### src/rtl/gs_expo_pkg.sv
package gs_expo_pkg;

    typedef enum logic [3:0] {
        ST_IDLE,
        ST_PARK_LOAD,
        ST_PARK_SEL,
        ST_BLANK_A,
        ST_PARK_SHIFT,
        ST_RESTORE,
        ST_BLANK_B,
        ST_GRESET,
        ST_INTEG,
        ST_STOP,
        ST_DONE
    } seq_state_t;

    typedef struct packed {
        logic park_wr;
        logic roi_wr;
        logic row_sel;
        logic row_step;
        logic greset;
        logic stop;
        logic done;
    } strobe_t;

    function automatic strobe_t decode_state(seq_state_t s);
        strobe_t o;
        o = '0;
        case (s)
            ST_PARK_LOAD:  o.park_wr = 1'b1;
            ST_PARK_SEL: begin
                o.row_sel  = 1'b1;
                o.row_step = 1'b1;
            end
            ST_PARK_SHIFT: o.row_step = 1'b1;
            ST_RESTORE:    o.roi_wr = 1'b1;
            ST_GRESET:     o.greset = 1'b1;
            ST_STOP:       o.stop = 1'b1;
            ST_DONE:       o.done = 1'b1;
            default:       o = '0;
        endcase
        return o;
    endfunction

    function automatic logic is_blank(seq_state_t s);
        return (s == ST_BLANK_A) || (s == ST_BLANK_B);
    endfunction

endpackage

### src/rtl/gs_seq_fsm.sv
module gs_seq_fsm
    import gs_expo_pkg::*;
#(
    parameter int BLANK_CYC = 4,
    localparam int WAIT_W = (BLANK_CYC < 2) ? 1 : $clog2(BLANK_CYC)
) (
    input  logic       clk,
    input  logic       rst,
    input  logic       trig,
    input  logic       int_hit,
    output seq_state_t state,
    output logic       capture,
    output logic       overrun
);

    localparam logic [WAIT_W-1:0] WAIT_LOAD = WAIT_W'(BLANK_CYC - 1);

    seq_state_t        nxt;
    logic [WAIT_W-1:0] wcnt;

    assign capture = (state == ST_IDLE) && trig;

    always_comb begin
        nxt = state;
        case (state)
            ST_IDLE:       if (trig) nxt = ST_PARK_LOAD;
            ST_PARK_LOAD:  nxt = ST_PARK_SEL;
            ST_PARK_SEL:   nxt = ST_BLANK_A;
            ST_BLANK_A:    if (wcnt == '0) nxt = ST_PARK_SHIFT;
            ST_PARK_SHIFT: nxt = ST_RESTORE;
            ST_RESTORE:    nxt = ST_BLANK_B;
            ST_BLANK_B:    if (wcnt == '0) nxt = ST_GRESET;
            ST_GRESET:     nxt = ST_INTEG;
            ST_INTEG:      if (int_hit) nxt = ST_STOP;
            ST_STOP:       nxt = ST_DONE;
            ST_DONE:       nxt = ST_IDLE;
            default:       nxt = ST_IDLE;
        endcase
    end

    always_ff @(posedge clk) begin
        if (rst) begin
            state <= ST_IDLE;
        end else begin
            state <= nxt;
        end
    end

    always_ff @(posedge clk) begin
        if (rst) begin
            wcnt <= '0;
        end else if (is_blank(nxt) && (nxt != state)) begin
            wcnt <= WAIT_LOAD;
        end else if (wcnt != '0) begin
            wcnt <= wcnt - 1'b1;
        end
    end

    always_ff @(posedge clk) begin
        if (rst) begin
            overrun <= 1'b0;
        end else if (trig && (state != ST_IDLE)) begin
            overrun <= 1'b1;
        end
    end

endmodule

### src/rtl/gs_int_timer.sv
module gs_int_timer #(
    parameter int TIME_W = 16
) (
    input  logic              clk,
    input  logic              rst,
    input  logic              capture,
    input  logic [TIME_W-1:0] itime_in,
    input  logic              run,
    output logic              hit
);

    localparam logic [TIME_W-1:0] MIN_TIME = TIME_W'(1);

    logic [TIME_W-1:0] limit_q;
    logic [TIME_W-1:0] cnt;

    always_ff @(posedge clk) begin
        if (rst) begin
            limit_q <= MIN_TIME;
        end else if (capture) begin
            limit_q <= (itime_in == '0) ? MIN_TIME : itime_in;
        end
    end

    always_ff @(posedge clk) begin
        if (rst || !run) begin
            cnt <= '0;
        end else begin
            cnt <= cnt + 1'b1;
        end
    end

    assign hit = run && (cnt == limit_q);

endmodule

### src/rtl/gs_row_path.sv
module gs_row_path #(
    parameter int ROW_W = 10
) (
    input  logic             clk,
    input  logic             rst,
    input  logic             capture,
    input  logic [ROW_W-1:0] roi_in,
    input  logic             park_wr,
    input  logic             roi_wr,
    output logic             rowreg_wr,
    output logic [ROW_W-1:0] rowreg_data
);

    localparam logic [ROW_W-1:0] PARK_ROW = {ROW_W{1'b1}};

    logic [ROW_W-1:0] roi_q;

    always_ff @(posedge clk) begin
        if (rst) begin
            roi_q <= '0;
        end else if (capture) begin
            roi_q <= roi_in;
        end
    end

    always_comb begin
        rowreg_wr   = park_wr || roi_wr;
        rowreg_data = '0;
        if (park_wr) begin
            rowreg_data = PARK_ROW;
        end else if (roi_wr) begin
            rowreg_data = roi_q;
        end
    end

endmodule

### src/rtl/gs_expo_seq.sv
module gs_expo_seq
    import gs_expo_pkg::*;
#(
    parameter int ROW_W     = 10,
    parameter int TIME_W    = 16,
    parameter int BLANK_CYC = 4
) (
    input  logic              clk,
    input  logic              rst,
    input  logic              frame_trig,
    input  logic [TIME_W-1:0] int_time,
    input  logic [ROW_W-1:0]  roi_row,
    output logic              rowreg_wr,
    output logic [ROW_W-1:0]  rowreg_data,
    output logic              row_start,
    output logic              row_clk,
    output logic              shutter_start,
    output logic              shutter_stop,
    output logic              int_done,
    output logic              frame_done,
    output logic              overrun
);

    seq_state_t state;
    strobe_t    stb;
    logic       capture;
    logic       hit;

    gs_seq_fsm #(
        .BLANK_CYC(BLANK_CYC)
    ) u_fsm (
        .clk    (clk),
        .rst    (rst),
        .trig   (frame_trig),
        .int_hit(hit),
        .state  (state),
        .capture(capture),
        .overrun(overrun)
    );

    gs_int_timer #(
        .TIME_W(TIME_W)
    ) u_timer (
        .clk     (clk),
        .rst     (rst),
        .capture (capture),
        .itime_in(int_time),
        .run     (state == ST_INTEG),
        .hit     (hit)
    );

    assign stb = decode_state(state);

    gs_row_path #(
        .ROW_W(ROW_W)
    ) u_row (
        .clk        (clk),
        .rst        (rst),
        .capture    (capture),
        .roi_in     (roi_row),
        .park_wr    (stb.park_wr),
        .roi_wr     (stb.roi_wr),
        .rowreg_wr  (rowreg_wr),
        .rowreg_data(rowreg_data)
    );

    assign row_start     = stb.row_sel;
    assign row_clk       = stb.row_step;
    assign shutter_start = stb.greset;
    assign shutter_stop  = stb.stop;
    assign int_done      = hit;
    assign frame_done    = stb.done;

endmodule

### config.mk
export PLATFORM = sky130hd
export DESIGN_NAME = gs_expo_seq
export DESIGN_NICKNAME = d
export VERILOG_FILES = /design/src/rtl/gs_expo_pkg.sv /design/src/rtl/gs_seq_fsm.sv /design/src/rtl/gs_int_timer.sv /design/src/rtl/gs_row_path.sv /design/src/rtl/gs_expo_seq.sv
export SDC_FILE = /design/constraint.sdc
export NUM_CORES = 1
export LEC_CHECK = 0
export BUFFER_PORTS_ARGS = -buffer_cell sky130_fd_sc_hd__buf_2
export CAP_MARGIN = 20
export CORE_MARGIN = 1
export CORE_UTILIZATION = 45
export CTS_BUF_LIST = sky130_fd_sc_hd__clkbuf_4 sky130_fd_sc_hd__clkbuf_8 sky130_fd_sc_hd__clkbuf_16
export CTS_CLUSTER_DIAMETER = 120
export DETAILED_ROUTE_END_ITERATION = 12
export GPL_ROUTABILITY_DRIVEN = 0
export GPL_TIMING_DRIVEN = 0
export PLACE_DENSITY = 0.67
export SYNTH_ARGS = -nofsm -noshare
export SYNTH_HDL_FRONTEND = slang
export SYNTH_SLANG_ARGS = --single-unit
### constraint.sdc
create_clock -name clk -period 3.6 [get_ports clk]
set_clock_uncertainty 0.1 [all_clocks]
set_input_delay 0.54 -clock clk [delete_from_list [all_inputs] [get_ports clk]]
set_output_delay 0.54 -clock clk [all_outputs]
set_load 0.01 [all_outputs]
==> impl_metrics.csv, run 1 <==
group,metric,value,unit
run_status,outcome,"completed",
finish,finish.instance_area,0.00274,sq mm
setup_path,regToRegStartpoint,"u_fsm.state[1]",
routing,wl,5110,um
job,drv_cap,0,
clock_network,clkLatencyLatePin,0.30,ns
global_routing,grt_overflow,0,
finish,num-fill-cells,477,
timing,hold_viol_final,0,
routing,route.detailed.drc,0,
floorplan,die_y,73.7,um
timing,tns,0,ns
global_routing,grtUsageTotal,20.9,%
logic_synthesis,synth_fp_nets,322,
setup_path,worstSetupEndpointType,"output pin",
timing,relSlewSlack,67.8,%
min_path,hold_start,"roi_row[7]",
setup_path,start_kind,"flop",
clock_network,numCtsBuffers,5,
setup_path,crit_start,"u_fsm.state[0]",
clock_network,cts_buffer_depth,2,
routing,vias,2065,
global_routing,grt_max_degree,18,
routing,wl_per_cell,12.4,um
finish,final_cells,411,
setup_path,worstPathMaxFanout,10,
logic_synthesis,yosys-top-cells-area,"dfxtp_1 42%, xor2_1 10%, a21oi_1 9.1%",
logic_synthesis,async_reset_ff_share,0,%
logic_synthesis,yosys.area.top_type,"dfxtp_1",
timing,drv_slew,0,
min_path,holdPathStages,3,
global_routing,antenna_found_initial,0,
setup_path,path_class,"reg2out",
placed_design,io_buffers,45,
floorplan,top_level_ports,47,
clock_network,postCtsSetupBuffers,0,
logic_synthesis,yosysUniqueCellTypes,39,
floorplan,start_util,47.7,%
floorplan,core_region_area,0.00485,sq mm
routing,vias_per_cell,5.02,
logic_synthesis,yosys.cell_count.top_type,"nand2_1",
logic_synthesis,synth.yosys.seq_area_share,42.4,%
logic_synthesis,syn-mean-instance-area,7.95,sq um
logic_synthesis,ys_ff_latch,49,
pwr,ir_drop,256,uV
clock_network,cts_tree,"built",
routing,drt-initial-drc-count,89,
setup_path,critPathRequiredTime,2.96,ns
routing,first_pass_iters,4,
clock_network,cts_hold_buf,0,
min_path,min_to,"u_row.roi_q[7]",
clock_network,clock-sinks,49,
floorplan,die_w,73.7,um
finish,diodes,0,
pwr,p_per_area,467,mW/mm^2
placed_design,place_inst,403,
pwr,power,1.28,mW
timing,finalSetupViolCount,0,
logic_synthesis,synthTopCellsByCount,"56 x nand2_1, 49 x dfxtp_1, 42 x a21oi_1, 27 x xor2_1, 22 x nor2_1",
logic_synthesis,synth-edff-count,0,
finish,fin_nets,374,
setup_path,critPathArrivalTime,1.86,ns
timing,rsz0062_at_grt,"false",
setup_path,r2r_end,"u_row.roi_q[4]",
clock_network,clk_pin_slew,0.10,ns
pwr,leakage,1.20,nW
clock_network,cts_resized,0,
timing,timing.fmax,400,MHz
logic_synthesis,synth_flop_cell,"dfxtp_1",
setup_path,regToRegSetupSlack,1.81,ns
timing,worst_pin_slew,0.483,ns
setup_path,r2r_cells,5,
global_routing,grt_pass1_vias,1921,
clock_network,cts-root-buf,"clkbuf_8",
min_path,hold_path.class,"in2reg",
timing,layout_min_cycle_time,2.50,ns
logic_synthesis,yosys_warnings,0,
clock_network,h-tree-depth,2,
placed_design,dpl.hpwl,3830,um
finish,drive_gt1_share,19.2,%
logic_synthesis,netlist_instances,291,
finish,utilization,56.5,%
floorplan,row_count,25,
logic_synthesis,synth_top_cell_area_share,42.4,%
placed_design,dpl-instance-area,0.00262,sq mm
logic_synthesis,syn_area,0.00231,sq mm
timing,finalCritPeriodShare,69.5,%
global_routing,grt_pass1_wl,8600,um
floorplan,die_area,0.00543,sq mm
routing,ant_nets,0,
finish,areaGrowthSynthToFinish,18.4,%
==> kinds of logic (layout without fill, tap and decap cells) <==
logic type / Yosys count / count (layout) / synth area share [%]
buffers and inverters: 34 / 87 / 6.81
AOI/OAI and AO/OA: 52 / 52 / 12.2
and+or+nand+nor: 122 / 122 / 25.3
xor gates and xnor gates: 30 / 30 / 11.4
adders and majority gates: 2 / 2 / 1.08
muxes: 2 / 2 / 0.919
DFF: 49 / 49 / 42.4
==> state kept, by name (all words and copies together) (netlist names) <==
| register | cells |
|---|---|
| u_fsm.overrun | 1 |
| u_fsm.state | 4 |
| u_fsm.wcnt | 2 |
| u_row.roi_q | 10 |
| u_timer.cnt | 16 |
| u_timer.limit_q | 16 |
==> metal layers <==
metal  up-vias  part of all wire [%]  track usage [%]
li1       1069                     -                -
met4         0                   1.9             8.12
met3         8                   5.0             5.76
met1       941                    48             26.5
met5         -                     0                0
met2        47                    45             33.7
==> worst max-delay path: stages (launching register included) <==
cell and delay [ns]:
dfxtp_1 0.36, clkbuf_1 0.32, nand2b_1 0.15, or2_1 0.26, buf_2 0.19, a21oi_1 0.14, buf_2 0.15
==> power breakdown <==
| group | leakage [nW] | internal, mW | total, mW | switching [mW] |
|---|---|---|---|---|
| clock network | 0.0591 | 0.212 | 0.410 | 0.198 |
| registers | 0.400 | 0.583 | 0.609 | 0.0251 |
| logic | 0.746 | 0.115 | 0.260 | 0.145 |
| total | 1.20 | 0.910 | 1.28 | 0.368 |
==> layout make-up <==
| class | count | area [sq um] | area share, % |
|---|---|---|---|
| multi-input cells | 208 | 1170 | 42.9 |
| clock inverters | 3 | 47.5 | 1.74 |
| flip-flops and latches | 49 | 981 | 35.8 |
| repair buffers | 45 | 225 | 8.22 |
| inverters | 16 | 60.1 | 2.19 |
| well taps | 67 | 83.8 | 3.06 |
| plain buffers | 18 | 97.6 | 3.56 |
| clock buffers | 5 | 68.8 | 2.51 |
==> worst max-delay path by stage <==
stage / slack (ns) / end / depth (start not counted)
global route: 0.92 / rowreg_data[7] / 6
detailed placement: 1.46 / rowreg_data[5] / 6
global placement: 1.45 / rowreg_data[5] / 6
floorplan: 1.67 / rowreg_data[0] / 5
CTS: 1.09 / rowreg_data[5] / 6
finish: 1.10 / rowreg_data[5] / 6
==> layout by cell type, fill, tap and decap left out, drive strengths merged, types with 5 or more instances in the layout <==
cell | netlist | final
xor2 | 27 | 27
a21oi | 42 | 42
nor4 | 10 | 10
inv | 16 | 18
dfxtp | 49 | 49
nand4 | 5 | 5
nand2 | 56 | 56
nor3 | 5 | 5
nor2 | 22 | 22
and2 | 5 | 5
clkbuf | 9 | 14
buf | 9 | 54
==> stage by stage <==
step                      worst slack, ns  hold slack [ns]
after floorplan                      1.67            0.335
after global placement               1.45            0.343
after detailed placement             1.46            0.350
after CTS                            1.09            0.352
after global routing                0.920            0.350
final                                1.10            0.356
Power figures use the tool's default switching activity.
==> inputs of run 2 (changes only) <==
--- a/config.mk
+++ b/config.mk
@@ -14,7 +14,7 @@
 export DETAILED_ROUTE_END_ITERATION = 12
 export GPL_ROUTABILITY_DRIVEN = 0
 export GPL_TIMING_DRIVEN = 0
-export PLACE_DENSITY = 0.67
+export PLACE_DENSITY = 0.7
 export SYNTH_ARGS = -nofsm -noshare
 export SYNTH_HDL_FRONTEND = slang
 export SYNTH_SLANG_ARGS = --single-unit
==> constraint.sdc (replaced) <==
create_clock -name clk -period 2.02 [get_ports clk]
set_clock_uncertainty 0.1 [all_clocks]
set_input_delay 0.303 -clock clk [delete_from_list [all_inputs] [get_ports clk]]
set_output_delay 0.303 -clock clk [all_outputs]
set_load 0.01 [all_outputs]
==> impl_metrics.csv, run 2 (synthesis gave the netlist of run 1 again) <==
group,metric,value,unit
run_status,outcome,"complete, but fails checks",
run_status,violations,"setup timing",
finish,num-fill-cells,438,
global_routing,grt_pass1_wl,8110,um
global_routing,grt_pass1_vias,1829,
timing,finalCritPeriodShare,106,%
floorplan,die_area,0.00543,sq mm
pwr,power,2.37,mW
placed_design,place_inst,403,
global_routing,grtUsageTotal,19.5,%
clock_network,cts_hold_buf,0,
timing,worst_pin_slew,0.501,ns
timing,hold_viol_final,0,
finish,mostFrequentLayoutCells,"56 x nand2_1, 47 x buf_2, 41 x dfxtp_1, 33 x a21oi_1, 27 x xor2_1",
pwr,ir_drop,517,uV
setup_path,cp.depth,5,
finish,fin_nets,380,
finish,drive_gt1_share,28.0,%
pwr,seq_power_share,45.8,%
timing,rsz0062_at_grt,"true",
pwr,switching_share,29.1,%
routing,ant_nets,0,
routing,wl,5340,um
clock_network,cts_buffer_depth,2,
pwr,p_clk_share,31.3,%
pwr,switching_power,0.690,mW
finish,final_cells,417,
routing,first_pass_iters,4,
setup_path,critPathArrivalTime,1.75,ns
finish,areaGrowthSynthToFinish,25.9,%
routing,route.detailed.drc,0,
clock_network,h-tree-depth,2,
setup_path,path_class,"reg2out",
setup_path,start_kind,"flop",
clock_network,clock-sinks,49,
clock_network,clk_pin_slew,0.10,ns
clock_network,cts-root-buf,"clkbuf_8",
timing,layout_min_cycle_time,2.15,ns
timing,drv_slew,0,
setup_path,critPathRequiredTime,1.62,ns
setup_path,worstSetupEndpointType,"output pin",
setup_path,crit_start,"u_timer.cnt[2]",
placed_design,io_buffers,45,
global_routing,antenna_found_initial,0,
placed_design,dpl.hpwl,3690,um
setup_path,path_buf_inv,1,
setup_path,cp-endpoint,"int_done",
setup_path,r2r_end,"u_row.roi_q[8]",
min_path,hold_path.class,"in2reg",
routing,vias_per_cell,4.91,
setup_path,regToRegSetupSlack,0.25,ns
global_routing,grt_max_degree,18,
setup_path,cp_top_family,"simple AND/OR/NAND/NOR gates",
setup_path,slowest_delay,0.37,ns
finish,diodes,0,
clock_network,numCtsBuffers,5,
finish,reg_top3,"u_timer.cnt: 16 flops, u_timer.limit_q: 16 flops, u_row.roi_q: 10 flops",
floorplan,core_region_area,0.00485,sq mm
routing,vias,2047,
setup_path,crit_slowest_cell,"dfxtp_2",
pwr,intPower,1.68,mW
floorplan,start_util,47.7,%
setup_path,worstPathMaxFanout,6,
pwr,p_per_area,813,mW/mm^2
clock_network,clkLatencyLatePin,0.31,ns
pwr,combPwrFrac,22.9,%
clock_network,cts_tree,"built",
floorplan,die_w,73.7,um
pwr,leakage,1.28,nW
floorplan,die_y,73.7,um
floorplan,top_level_ports,47,
routing,wl_per_cell,12.8,um
routing,drt-initial-drc-count,62,
timing,setup_slack,-0.131,ns
setup_path,regToRegStartpoint,"u_fsm.state[1]",
setup_path,r2r_cells,5,
setup_path,crit_path_cell_trace,"xor2_1 > nor4_2 > nand4_1 > nor4_1 > buf_2",
timing,finalSetupViolCount,4,
job,drv_cap,0,
global_routing,grt_overflow,0,
floorplan,row_count,25,
timing,timing.fmax,465,MHz
timing,relSlewSlack,66.6,%
finish,final_common_cell,"nand2_1",
## run 2: changes by cell type in the layout (fill, tap and decap cells not counted), moves of 5 or more
| cell | before | now |
|---|---|---|
| dfxtp_1 | 49 | 41 |
| dfxtp_2 | 0 | 7 |
| a21oi_1 | 42 | 33 |
| a21oi_2 | 0 | 9 |
| buf_4 | 3 | 8 |
## run 2: what timing repair did
item                                   in CTS  in global routing
gates cloned                                0                  1
setup endpoints to repair                  12                 11
endpoints found under the hold margin       0                  0
buffers inserted                            0                  5
pin swaps                                   1                  2
gates resized for setup                    14                 26
## run 2: tightest hold or removal path, delay by kind of cell
family	cells	cell delay (ns)
simple gates	1	0.04
buf+inv	1	0.09
compound gates	1	0.05
## run 2: metal layers
metal  track usage (%)  vias to the layer above  wire length (um)
met1              24.4                      922              2520
met2              32.6                       43              2520
met4              6.41                        0                55
met3              5.21                        4               248
li1                  -                     1078                 -
met5                 0                        -                 0
## run 2: power by group through the flow
stage | Clock [mW] | Combinational (mW) | Sequential, mW
3_3_place_gp | 0 | 0.455 | 1.10
2_1_floorplan | 0 | 0.333 | 1.10
5_1_grt | 0.787 | 0.604 | 1.09
4_1_cts | 0.750 | 0.479 | 1.08
3_5_place_dp | 0 | 0.460 | 1.11
6_report | 0.740 | 0.543 | 1.09
## run 2: through the flow
step | area, sq um | worst slack (ns) | utilization (%) | hold WS (ns) | TNS (ns)
after global placement | 2620 | 0.109 | 54.1 | 0.343 | 0
after global routing | 2910 | -0.205 | 60.1 | 0.119 | -0.559
after detailed placement | 2620 | 0.131 | 54.1 | 0.347 | 0
after CTS | 2780 | -0.108 | 57.3 | 0.111 | -0.108
final | 2910 | -0.131 | 60.1 | 0.116 | -0.145
after floorplan | 2310 | 0.328 | - | 0.335 | 0
## run 2: how the worst min path moves through the flow
stage                         from        endpoint  cells past startpoint
floorplan           u_timer.cnt[0]  u_timer.cnt[0]                      1
global placement    u_row.roi_q[0]  u_row.roi_q[0]                      2
detailed placement  u_row.roi_q[9]  u_row.roi_q[9]                      2
CTS                     roi_row[7]  u_row.roi_q[7]                      3
global route            roi_row[5]  u_row.roi_q[5]                      3
finish                  roi_row[6]  u_row.roi_q[6]                      3
## run 2: final cells by class
| cell class | instances | area, sq um | share of cell area, % |
|---|---|---|---|
| Clock buffer | 5 | 68.8 | 2.36 |
| Tap cell | 67 | 83.8 | 2.88 |
| Multi-Input combinational cell | 208 | 1240 | 42.5 |
| Buffer | 18 | 131 | 4.51 |
| Clock inverter | 3 | 50.0 | 1.72 |
| Sequential cell | 49 | 993 | 34.1 |
| Timing Repair Buffer | 51 | 288 | 9.88 |
| Inverter | 16 | 60.1 | 2.06 |
